## config.mk

```make
export PLATFORM = sky130hd
export DESIGN_NAME = contrast_pwm
export DESIGN_NICKNAME = d
export VERILOG_FILES = /design/src/rtl/cp_pkg.sv /design/src/rtl/cp_divider.sv /design/src/rtl/cp_duty_ctrl.sv /design/src/rtl/cp_pwm_core.sv /design/src/rtl/contrast_pwm.sv
export SDC_FILE = /design/constraint.sdc
export NUM_CORES = 1
export LEC_CHECK = 0
export CAP_MARGIN = 20
export CORE_ASPECT_RATIO = 0.6
export CORE_MARGIN = 2
export CORE_UTILIZATION = 53
export CTS_CLUSTER_DIAMETER = 60
export DETAILED_ROUTE_END_ITERATION = 7
export HOLD_SLACK_MARGIN = 0.03
export MAX_ROUTING_LAYER = met4
export PLACE_DENSITY = 0.74
export SLEW_MARGIN = 20
export SYNTH_ARGS = -nofsm -noshare
export SYNTH_HDL_FRONTEND = slang
export SYNTH_SLANG_ARGS = --single-unit
export TNS_END_PERCENT = 10
```

## constraint.sdc

```tcl
create_clock -name clk -period 1.9 [get_ports clk]
set_input_delay 0.38 -clock clk [delete_from_list [all_inputs] [get_ports clk]]
set_output_delay 0.38 -clock clk [all_outputs]
set_load 0.02 [all_outputs]
```

## src/rtl/cp_pkg.sv

```systemverilog
package cp_pkg;
  typedef enum logic [1:0] {
    STEP_NONE = 2'd0,
    STEP_UP   = 2'd1,
    STEP_DOWN = 2'd2
  } step_e;

  function automatic step_e decode_step(input logic up, input logic dn);
    if (up && !dn) return STEP_UP;
    if (dn && !up) return STEP_DOWN;
    return STEP_NONE;
  endfunction
endpackage

```

## src/rtl/cp_divider.sv

```systemverilog
module cp_divider #(
  parameter int DIV = 8
) (
  input  logic clk,
  input  logic rst,
  input  logic en,
  output logic strobe
);
  localparam int W = (DIV > 1) ? $clog2(DIV) : 1;
  localparam logic [W-1:0] LAST = W'(DIV - 1);

  logic [W-1:0] cnt;

  always_ff @(posedge clk) begin
    if (rst) begin
      cnt <= '0;
    end else if (en) begin
      cnt <= (cnt == LAST) ? '0 : cnt + 1'b1;
    end
  end

  assign strobe = en && (cnt == LAST);

  AST_DIV_RANGE: assert property (@(posedge clk) disable iff (rst)
    cnt <= LAST);
endmodule

```

## src/rtl/cp_duty_ctrl.sv

```systemverilog
module cp_duty_ctrl
  import cp_pkg::*;
#(
  parameter int DW        = 5,
  parameter int DUTY_INIT = 10,
  parameter int DUTY_MAX  = 19,
  parameter int DUTY_MIN  = 3
) (
  input  logic          clk,
  input  logic          rst,
  input  logic          poll,
  input  logic          btn_up_n,
  input  logic          btn_dn_n,
  output logic [DW-1:0] duty
);
  localparam logic [DW-1:0] V_INIT = DW'(DUTY_INIT);
  localparam logic [DW-1:0] V_MAX  = DW'(DUTY_MAX);
  localparam logic [DW-1:0] V_MIN  = DW'(DUTY_MIN);

  logic [1:0] up_sync, dn_sync;
  step_e      step;

  always_ff @(posedge clk) begin
    if (rst) begin
      up_sync <= '0;
      dn_sync <= '0;
    end else begin
      up_sync <= {up_sync[0], ~btn_up_n};
      dn_sync <= {dn_sync[0], ~btn_dn_n};
    end
  end

  assign step = decode_step(up_sync[1], dn_sync[1]);

  always_ff @(posedge clk) begin
    if (rst) begin
      duty <= V_INIT;
    end else if (poll) begin
      case (step)
        STEP_UP:   if (duty < V_MAX) duty <= duty + 1'b1;
        STEP_DOWN: if (duty > V_MIN) duty <= duty - 1'b1;
        default:   duty <= duty;
      endcase
    end
  end

  AST_DUTY_HIGH_LIMIT: assert property (@(posedge clk) disable iff (rst)
    duty <= V_MAX);
  AST_DUTY_LOW_LIMIT: assert property (@(posedge clk) disable iff (rst)
    duty >= V_MIN);
  AST_NO_POLL_HOLD: assert property (@(posedge clk) disable iff (rst)
    !poll |=> $stable(duty));
  AST_BOTH_HOLD: assert property (@(posedge clk) disable iff (rst)
    (poll && up_sync[1] && dn_sync[1]) |=> $stable(duty));
  AST_UP_STEP: assert property (@(posedge clk) disable iff (rst)
    (poll && up_sync[1] && !dn_sync[1] && duty < V_MAX) |=> duty == $past(duty) + 1'b1);
  AST_DOWN_STEP: assert property (@(posedge clk) disable iff (rst)
    (poll && dn_sync[1] && !up_sync[1] && duty > V_MIN) |=> duty == $past(duty) - 1'b1);
endmodule

```

## src/rtl/cp_pwm_core.sv

```systemverilog
module cp_pwm_core #(
  parameter int DW        = 5,
  parameter int PERIOD    = 20,
  parameter int DUTY_INIT = 10
) (
  input  logic          clk,
  input  logic          rst,
  input  logic          us_tick,
  input  logic [DW-1:0] duty,
  output logic          pwm
);
  localparam int CW = $clog2(PERIOD);
  localparam logic [CW-1:0] LAST = CW'(PERIOD - 1);

  logic [CW-1:0] cnt;
  logic [DW-1:0] cmp_act;
  logic          wrap;

  assign wrap = us_tick && (cnt == LAST);

  always_ff @(posedge clk) begin
    if (rst) begin
      cnt     <= '0;
      cmp_act <= DW'(DUTY_INIT);
      pwm     <= 1'b0;
    end else begin
      if (us_tick) cnt <= wrap ? '0 : cnt + 1'b1;
      if (wrap) cmp_act <= duty;
      pwm <= ({{(DW > CW ? DW - CW : 0){1'b0}}, cnt} >= cmp_act);
    end
  end

  AST_CMP_ONLY_AT_WRAP: assert property (@(posedge clk) disable iff (rst)
    !wrap |=> $stable(cmp_act));
  AST_CNT_WRAPS: assert property (@(posedge clk) disable iff (rst)
    wrap |=> cnt == '0);
  AST_LOW_AT_START: assert property (@(posedge clk) disable iff (rst)
    (cnt == '0 && cmp_act != '0) |=> !pwm);
endmodule

```

## src/rtl/contrast_pwm.sv

```systemverilog
module contrast_pwm #(
  parameter int CLK_PER_US = 100,
  parameter int TICK_US    = 50000,
  parameter int PERIOD     = 20,
  parameter int DUTY_INIT  = 10,
  parameter int DUTY_MAX   = 19,
  parameter int DUTY_MIN   = 3
) (
  input  logic       clk,
  input  logic       rst,
  input  logic       btn_up_n,
  input  logic       btn_dn_n,
  output logic       pwm_o,
  output logic [4:0] duty_o
);
  localparam int DW = 5;

  logic us_tick, poll_tick;

  cp_divider #(.DIV(CLK_PER_US)) u_us_div (
    .clk(clk), .rst(rst), .en(1'b1), .strobe(us_tick)
  );

  cp_divider #(.DIV(TICK_US)) u_poll_div (
    .clk(clk), .rst(rst), .en(us_tick), .strobe(poll_tick)
  );

  cp_duty_ctrl #(
    .DW(DW), .DUTY_INIT(DUTY_INIT), .DUTY_MAX(DUTY_MAX), .DUTY_MIN(DUTY_MIN)
  ) u_ctrl (
    .clk(clk), .rst(rst), .poll(poll_tick),
    .btn_up_n(btn_up_n), .btn_dn_n(btn_dn_n), .duty(duty_o)
  );

  cp_pwm_core #(
    .DW(DW), .PERIOD(PERIOD), .DUTY_INIT(DUTY_INIT)
  ) u_pwm (
    .clk(clk), .rst(rst), .us_tick(us_tick), .duty(duty_o), .pwm(pwm_o)
  );
endmodule

```

; ---- Word level (Yosys, flattened, before mapping)
; Index checks and enable logic that the tools add are counted.
[classes]
addsub = 5
n_mul = 0
muxes = 12
magnitude_cmp = 3
n_bitwise = 2
div_mod_pow = 0
shifts = 0
eq_ne = 7
reduce_logical = 9
[op_table]
columns = cell, n
row1 = $add A16 B1 Y16 const B, 1
row2 = $eq A16 B16 Y1 const B, 1
row3 = $mux W16, 1
row4 = $mux W5, 3
row5 = $add A5 B1 Y5 const B, 2
row6 = $pmux W5 S2, 1
row7 = $mux W2, 4
row8 = $add A7 B1 Y7 const B, 1
row9 = $eq A7 B7 Y1 const B, 1
row10 = $eq A5 B5 Y1 const B, 1
row11 = $ge A5 B5 Y1, 1
row12 = $gt A5 B2 Y1 const B, 1
row13 = $lt A5 B5 Y1 const B, 1
row14 = $sub A5 B1 Y5 const B, 1
row15 = $logic_and A1 B1 Y1, 4
row16 = $ne A2 B1 Y1 const B, 2
row17 = $reduce_and A4 Y1, 1
row18 = $mux W1, 3
row19 = $eq A2 B1 Y1 const B, 1
row20 = $eq A2 B2 Y1 const B, 1
row21 = $logic_not A1 Y1, 2
row22 = $not A1 Y1, 2
row23 = $reduce_bool A2 Y1, 1
row24 = $reduce_or A2 Y1, 1
[totals]
mem_bits_rw = 0
register_bits = 43
word_cells = 46
mem_bits_ro = 0
memories = 0
latchBits = 0
inputBits = 4

; ---- Depth between registers and ports, before layout
; Gate-level depths: netlist of the first run.
[logic_depth]
word_depth = 9
ltp_mapped = 8

; ---- By module
; From an unflattened synthesis of the first run, not the netlist that was laid out.
[unflattened]
hier_cells = 239
hier_area_um2 = 2223.4
[by_module_without_submodules]
columns = mod, area_each_um2, cells_each, seq_area_each_um2, n_inst
row1 = cp_divider at u_poll_div, 758.2, 84, 320.3, 1
row2 = cp_pwm_core, 600.6, 64, 220.2, 1
row3 = cp_duty_ctrl, 490.5, 54, 180.2, 1
row4 = cp_divider at u_us_div, 370.4, 36, 140.1, 1
row5 = contrast_pwm, 3.8, 1, 0.0, 1

; ---- Worst setup path before layout of the first run
; Ideal clock, no wire load.
[synth_path]
path_kind = reg-to-reg
start = register u_ctrl.up_sync[1]
end = register u_ctrl.duty[4]
arrival_time_ns = 1.710
stages_incl_launch_ff = 9
n_path_buf = 0
setup_slack_ns = 0.074
setup_ns = 0.116
required_ns = 1.784
cell_sequence = dfxtp_1 > inv_1 > ha_1 > fa_1 > a21o_1 > a21oi_1 > xnor2_1 > a21oi_1 > a31o_1
[synth_via]
elab_chain_len = 9
word_cells_on_any_way = 16
[synth_rtl]
columns = element, line_no
row1 = "start, declared", cp_duty_ctrl.sv:20  ; logic [1:0] up_sync, dn_sync;
row2 = "start signal, assigned", cp_duty_ctrl.sv:28  ; up_sync <= {up_sync[0], ~btn_up_n};
row3 = $logic_not A1 Y1, cp_pkg.sv:10  ; if (dn && !up) return STEP_DOWN;
row4 = $logic_and A1 B1 Y1, cp_pkg.sv:10
row5 = $mux W1 (2 in a row), cp_pkg.sv:10
row6 = $mux W2, cp_pkg.sv:11  ; return STEP_NONE;
row7 = $mux W2 (*), cp_pkg.sv:10
row8 = $eq A2 B2 Y1 / $eq A2 B1 Y1 (equally long branches), cp_duty_ctrl.sv:39  ; case (step)
row9 = $ne A2 B1 Y1 (no source line) / $reduce_bool A2 Y1 (equally long branches), -
row10 = $reduce_and A4 Y1 (no source line), -
row11 = "end signal, assigned", cp_duty_ctrl.sv:40  ; STEP_UP: if (duty < V_MAX) duty <= duty + 1'b1;
row12 = "end signal, assigned", cp_duty_ctrl.sv:41  ; STEP_DOWN: if (duty > V_MIN) duty <= duty - 1'b1;
row13 = "end signal, assigned", cp_duty_ctrl.sv:42  ; default: duty <= duty;
row14 = "end, declared", cp_duty_ctrl.sv:14  ; output logic [DW-1:0] duty
; Every way passes the cells marked *; elsewhere a longest branch is shown, timed or not. The select of a mux whose other input is x is not followed.
; A chain may end at the register's enable or synchronous reset.

; ---- Final worst setup path of the first run
[layout_path]
start = register u_ctrl.duty[3]
end = output duty_o[3]
[layout_rtl]
columns = element, line_no
row1 = "end, declared", contrast_pwm.sv:14  ; output logic [4:0] duty_o
; No word-level cell between the ends.

==> impl_metrics.py, run 1 <==
metrics = {
    "detailed_routing": {
        "drt_wl_total_mm": 4.03,
        "via_per_inst": 5.22,
        "drt-pass1-iter-count": 4,
        "drtIter0Drc": 56,
        "avgRoutedWirePerCell_um": 13.0,
        "ant_nets": 0,
        "drc": 0,
        "detailroute.via_count": 1613,
    },
    "floorplanning": {
        "die_area_mm2": 0.00447,
        "fp.dieW_um": 85.0,
        "initial_core_util_pct": 56.0,
        "io_pins": 10,
        "coreArea_mm2": 0.00372,
        "die_h_um": 52.6,
        "row_count": 17,
    },
    "worst_setup_path": {
        "cell_family_with_most_cp_delay": "buffers and inverters",
        "critPathSlowestCell": "clkdlybuf4s50_1",
        "worst_setup_path_end_kind": "output pin",
        "timing.critical_path.buf_inv": 1,
        "cells_along_the_critical_path": "clkdlybuf4s50_1",
        "worstPathRequired_ns": 1.52,
        "timing.critical_path.arrival_ns": 1.45,
        "setup.worst_path.start_class": "flip-flop",
        "timing.critical_path.slowest_cell_delay_ns": 0.66,
        "criticalPathCategory": "reg -> out",
        "critPathMaxFanout": 6,
    },
    "grt": {
        "first_pass_grt_wire_length_mm": 6.82,
        "grt_pass1_vias": 1457,
        "grt_overflow": 0,
        "grt_antenna_before_repair": 0,
        "global_route.usage.total_pct": 20.4,
        "pin_count_of_the_biggest_net_entering_global_routing": 17,
    },
    "yosys": {
        "syn_avg_cell_area_um2": 8.95,
        "post_synth_mux_area_share_pct": 0,
        "syn-cell-area_mm2": 0.00209,
        "yosys.area_share.xor_xnor_pct": 8.82,
        "synthTopCellsByArea": "dfxtp_1 (41%), ha_1 (7.8%), xnor2_1 (5.9%)",
        "dominant_combinational_cell_family_by_area_after_synthesis": "simple AND/OR/NAND/NOR gates",
        "synth.largest_area_cell": "dfxtp_1",
        "post_synth_and_or_nand_nor_area_fraction_pct": 27.8,
        "synth_cells": 233,
        "synth.most_common_cell": "dfxtp_1",
        "synth_compound_gate_area_share_pct": 9.60,
        "synthDistinctLibCells": 41,
        "synth.top_cell.area_share_pct": 41.3,
        "synth-seq-area-share_pct": 41.3,
        "number_of_enable_type_register_cells_in_the_synthesized_netlist": 0,
        "syn_nets": 251,
        "synth-warning-count": 0,
        "postSynth.asyncResetShare_pct": 0,
        "synth_commonest_cells": "dfxtp_1 (43), nor2_1 (24), nand2_1 (19), a21oi_1 (18), xnor2_1 (14)",
        "synthFlopType": "dfxtp_1",
        "synth_adder_area_share_pct": 8.76,
        "ys_ff_latch": 43,
    },
    "status": {
        "run_status": "completed",
    },
    "finish": {
        "final_design_area_no_fill_mm2": 0.00247,
        "filler_cell_count": 305,
        "area_growth_pct": 18.4,
        "n_antenna_cell": 0,
        "nets": 279,
        "post_route_cells_drive_above_1_share_pct": 14.5,
    },
    "timing": {
        "timing.final.setup_violations": 0,
        "report.final.slew_viol_count": 0,
        "setup_total_negative_slack_ns": 0,
        "achievable-frequency_mhz": 547,
        "fin_crit_ns": 1.83,
        "worst_slew_margin_rel_pct": 78.3,
        "final-hold-violation-count": 0,
        "timing.final.crit_share_pct": 96.2,
        "worst_pin_slew_ns": 0.324,
        "setup_repair_after_global_routing_missed_its_margin": "yes",
        "final.setup_skew_ns": 0.00826,
        "timing.hold.ws_ns": 0.444,
    },
    "worst_hold_path": {
        "min-delay-path-class": "reg -> reg",
    },
    "placement": {
        "placedInstanceArea_mm2": 0.00234,
        "portBuffers": 9,
        "place.detailed.hpwl_mm": 2.91,
        "gp_congestion": 0.891,
    },
    "job": {
        "max_cap_violations": 0,
    },
    "pwr": {
        "cellPowerDensity_mw_per_mm2": 696,
        "vdd_ir_drop_max_mv": 0.435,
        "static-leakage-power_nw": 0.948,
    },
    "clock_tree": {
        "numClockSinks": 43,
        "cts_hold_buffers": 0,
        "cts_htree_levels": 2,
        "cts-root-to-sink-buffers": 2,
        "clock_tree.root_cell": "clkbuf_8",
        "path_clk_slew_ns": 0.08,
        "clk-insertion-delay-late_ns": 0.30,
        "total_clock_buffers_created_by_cts": 5,
        "tritoncts_clock_tree": "built",
    },
}
-- layer usage --
layer	global-route usage, %	part of all wire [%]
met1	28.8	57
met2	28.3	39
met3	5.20	3.6
met4	7.14	0.84
met5	-	0
-- worst paths after layout --
check / start / endpoint / slack, ns / cells past startpoint
min reg2reg: u_ctrl.up_sync[0]$_SDFF_PP0_ / u_ctrl.up_sync[1]$_SDFF_PP0_ / 0.44 / 1
min: u_ctrl.up_sync[0]$_SDFF_PP0_ / u_ctrl.up_sync[1]$_SDFF_PP0_ / 0.44 / 1
max reg2reg: u_poll_div.cnt[11]$_SDFFE_PP0N_ / u_ctrl.duty[4]$_SDFFE_PP0P_ / 0.07 / 5
max: u_ctrl.duty[3]$_SDFFE_PP1P_ / duty_o[3] / 0.07 / 1
-- metrics by stage --
step	instances	power, mW	setup slack (ns)	utilization, %
after global placement	300	0.998	0.0748	62.8
after detailed placement	300	0.999	-0.0292	62.8
final	309	1.72	0.0719	66.3
after CTS	308	1.73	0.00932	66.0
after floorplan	233	0.976	0.0744	-
after global routing	309	1.77	-0.0116	66.3
-- placed cells by master, fill, tap and decap left out, drive strengths merged, types with 5 or more instances in the layout --
cell	instances
buf	20
dfxtp	43
xor2	7
nand2	19
o21ai	8
nand3	10
a21oi	18
nand4	6
xnor2	14
or3	5
clkbuf	6
clkdlybuf4s50	9
ha	13
inv	10
nor3	11
nor2	24
nor2b	5
-- sequential cells by signal (all words and copies together) (netlist names) --
name / cells
u_pwm.cmp_act: 5
u_ctrl.up_sync: 2
u_pwm.cnt: 5
u_ctrl.duty: 5
u_us_div.cnt: 7
u_pwm.pwm: 1
u_poll_div.cnt: 16
u_ctrl.dn_sync: 2
-- kinds of logic (layout without fill, tap and decap cells) --
logic type                 count (synthesis)  in the layout
buffers and inverters                     18             47
AOI/OAI and AO/OA                         34             34
xor gates and xnor gates                  21             21
and+or+nand+nor                          103            103
adders and majority gates                 14             14
DFF                                       43             43
-- final cells by class --
cell class	instances	area [um2]	area share (%)
multi-input combinational	172	1150	46.7
sequential	43	861	34.9
timing repair buffer	29	240	9.73
clock buffer	6	82.6	3.35
tap	47	58.8	2.38
inverter	10	37.5	1.52
clock inverter	2	35.0	1.42
-- power by group --
part	internal (mW)	total [mW]	switching, mW
Clock	0.425	0.737	0.312
Combinational	0.0317	0.0642	0.0325
Sequential	0.910	0.917	0.00777
Total	1.37	1.72	0.352
-- timing repair --
action,4_1_cts,5_1_grt
pin swaps,0,1
gates resized for setup,1,3
endpoints found under the setup margin,1,28
buffers inserted,0,1
endpoints found under the hold margin,0,0
Power figures use the tool's default switching activity.
==> run 2: changes to the inputs <==
CORE_ASPECT_RATIO = 1.1   (was 0.6)
==> impl_metrics.py, run 2 (synthesis gave the netlist of run 1 again) <==
metrics = {
    "status": {
        "run_status": "completed",
    },
    "worst_setup_path": {
        "critPathSlowestCell": "clkdlybuf4s50_1",
        "timing.critical_path.slowest_cell_delay_ns": 0.67,
        "timing.critical_path.arrival_ns": 1.47,
        "worst_setup_path_end_kind": "output pin",
        "r2r_slack_ns": 0.12,
        "cell_family_with_most_cp_delay": "buffers and inverters",
        "regToRegEndpoint": "u_ctrl.duty[4]$_SDFFE_PP0P_",
        "crit-reg2reg-launch": "u_ctrl.up_sync[1]$_SDFF_PP0_",
        "timing.critical_path.buf_inv": 1,
        "worstPathRequired_ns": 1.52,
        "cells_along_the_critical_path": "clkdlybuf4s50_1",
        "criticalPathCategory": "reg -> out",
        "setup.worst_path.start_class": "flip-flop",
        "critPathMaxFanout": 6,
        "reg2reg_depth": 8,
    },
    "worst_hold_path": {
        "min-delay-path-class": "reg -> reg",
        "startpoint_of_the_most_critical_hold_path": "u_ctrl.up_sync[0]$_SDFF_PP0_",
        "holdPathEnd": "u_ctrl.up_sync[1]$_SDFF_PP0_",
        "min_delay_path_depth": 1,
    },
    "finish": {
        "post_layout_nonfiller_instances": 311,
        "layout_commonest_cell": "dfxtp_1",
        "most_flop_heavy_register": "u_poll_div.cnt",
        "finish.utilization_pct": 67.1,
        "flip_flop_count_of_the_largest_register_all_copies_and_words_added": 16,
        "area_growth_pct": 19.4,
        "final_design_area_no_fill_mm2": 0.00249,
        "nets": 278,
        "post_route_cells_drive_above_1_share_pct": 16.1,
        "most-common-layout-cells": "dfxtp_1 (43), nor2_1 (24), nand2_1 (19), buf_4 (19), a21oi_1 (17)",
        "n_antenna_cell": 0,
        "largestRegisters": "u_poll_div.cnt (16), u_us_div.cnt (7)",
    },
    "timing": {
        "fin_crit_ns": 1.85,
        "final-hold-violation-count": 0,
        "report.final.slew_viol_count": 0,
        "worst_slew_margin_rel_pct": 76.8,
        "timing.hold.ws_ns": 0.450,
        "setup_repair_after_global_routing_missed_its_margin": "yes",
        "worst_pin_slew_ns": 0.346,
        "final.setup_skew_ns": 0.00586,
        "timing.final.crit_share_pct": 97.1,
        "achievable-frequency_mhz": 542,
        "timing.final.setup_violations": 0,
    },
    "pwr": {
        "total_power_mw": 1.61,
        "vdd_ir_drop_max_mv": 0.583,
        "static-leakage-power_nw": 0.943,
        "cellPowerDensity_mw_per_mm2": 648,
    },
    "detailed_routing": {
        "drc": 0,
        "drt-pass1-iter-count": 4,
        "met3WireLength_um": 123,
        "ant_nets": 0,
        "avgRoutedWirePerCell_um": 13.1,
        "maxUsedRoutingLayer": "met4",
        "detail_route.wirelength.met1_mm": 1.87,
        "drt_wl_total_mm": 4.08,
        "via_per_inst": 5.50,
        "drtIter0Drc": 68,
        "detailroute.via_count": 1710,
        "wl_met2_mm": 2.01,
    },
    "floorplanning": {
        "fp.dieW_um": 63.8,
        "initial_core_util_pct": 56.2,
        "die_h_um": 69.8,
        "io_pins": 10,
        "coreArea_mm2": 0.00371,
        "row_count": 23,
        "die_area_mm2": 0.00445,
    },
    "grt": {
        "global_route.usage.total_pct": 20.3,
        "grt_pass1_vias": 1605,
        "grt_antenna_before_repair": 0,
        "grt_overflow": 0,
        "first_pass_grt_wire_length_mm": 6.98,
        "pin_count_of_the_biggest_net_entering_global_routing": 19,
    },
    "clock_tree": {
        "clock_tree.root_cell": "clkbuf_8",
        "total_clock_buffers_created_by_cts": 5,
        "tritoncts_clock_tree": "built",
        "clk-insertion-delay-late_ns": 0.30,
        "cts_hold_buffers": 0,
        "path_clk_slew_ns": 0.08,
        "numClockSinks": 43,
        "cts_htree_levels": 2,
        "cts-root-to-sink-buffers": 2,
    },
    "placement": {
        "portBuffers": 9,
        "placedInstanceArea_mm2": 0.00233,
        "place.detailed.hpwl_mm": 2.84,
        "gp_congestion": 0.826,
        "placed_cells": 301,
    },
    "job": {
        "max_cap_violations": 0,
    },
}
## run 2: worst max path at each step
stage / depth (start not counted) / start / to / slack (ns)
3_5_place_dp: 8 / u_ctrl.up_sync[1]$_SDFF_PP0_ / u_ctrl.duty[4]$_SDFFE_PP0P_ / -0.04
3_3_place_gp: 8 / u_ctrl.up_sync[1]$_SDFF_PP0_ / u_ctrl.duty[4]$_SDFFE_PP0P_ / 0.02
4_1_cts: 8 / u_ctrl.up_sync[1]$_SDFF_PP0_ / u_ctrl.duty[4]$_SDFFE_PP0P_ / 0.01
2_1_floorplan: 8 / u_ctrl.up_sync[1]$_SDFF_PP0_ / u_ctrl.duty[4]$_SDFFE_PP0P_ / 0.07
6_report: 1 / u_ctrl.duty[2]$_SDFFE_PP0P_ / duty_o[2] / 0.05
5_1_grt: 6 / u_us_div.cnt[2]$_SDFF_PP0_ / u_pwm.cnt[3]$_SDFFE_PP0N_ / -0.008
## run 2: area by class of cell
cell class / instances / area (um2)
repair buffers: 28 / 233
well taps: 50 / 62.6
multi-input cells: 172 / 1200
flip-flops and latches: 43 / 861
fillers: 300 / 1220
inverters: 10 / 37.5
clock buffers: 8 / 100
## run 2: what timing repair did
action | in CTS | in global routing
pin swaps | 0 | 3
resized for setup | 1 | 10
buffers inserted | 0 | 2
endpoints found under the setup margin | 1 | 27
cloned | 0 | 0
## run 2: metal layers
metal	global-route usage (%)	vias up
met1	23.9	818
met4	8.70	0
met5	-	-
li1	-	857
met3	6.49	9
met2	31.7	26
## run 2: power by group
group	internal, mW	leakage [nW]	switching, mW	total (mW)
Clock	0.332	0.0515	0.298	0.630
Sequential	0.910	0.348	0.00812	0.918
Combinational	0.0335	0.544	0.0335	0.0670
## run 2: stage by stage
| stage | setup TNS, ns | setup WS, ns |
|---|---|---|
| after floorplan | 0 | 0.0744 |
| after global placement | 0 | 0.0157 |
| after detailed placement | -0.0415 | -0.0415 |
| after CTS | 0 | 0.0138 |
| after global routing | -0.0115 | -0.00822 |
| final | 0 | 0.0548 |
==> run 3: changes to the inputs <==
CTS_CLUSTER_DIAMETER = 30   (was 60)
CTS_CLUSTER_SIZE = 25   (was default)
==> results of run 3 <==
Same layout as run 2: the final DEF is identical, and so are final timing and power.
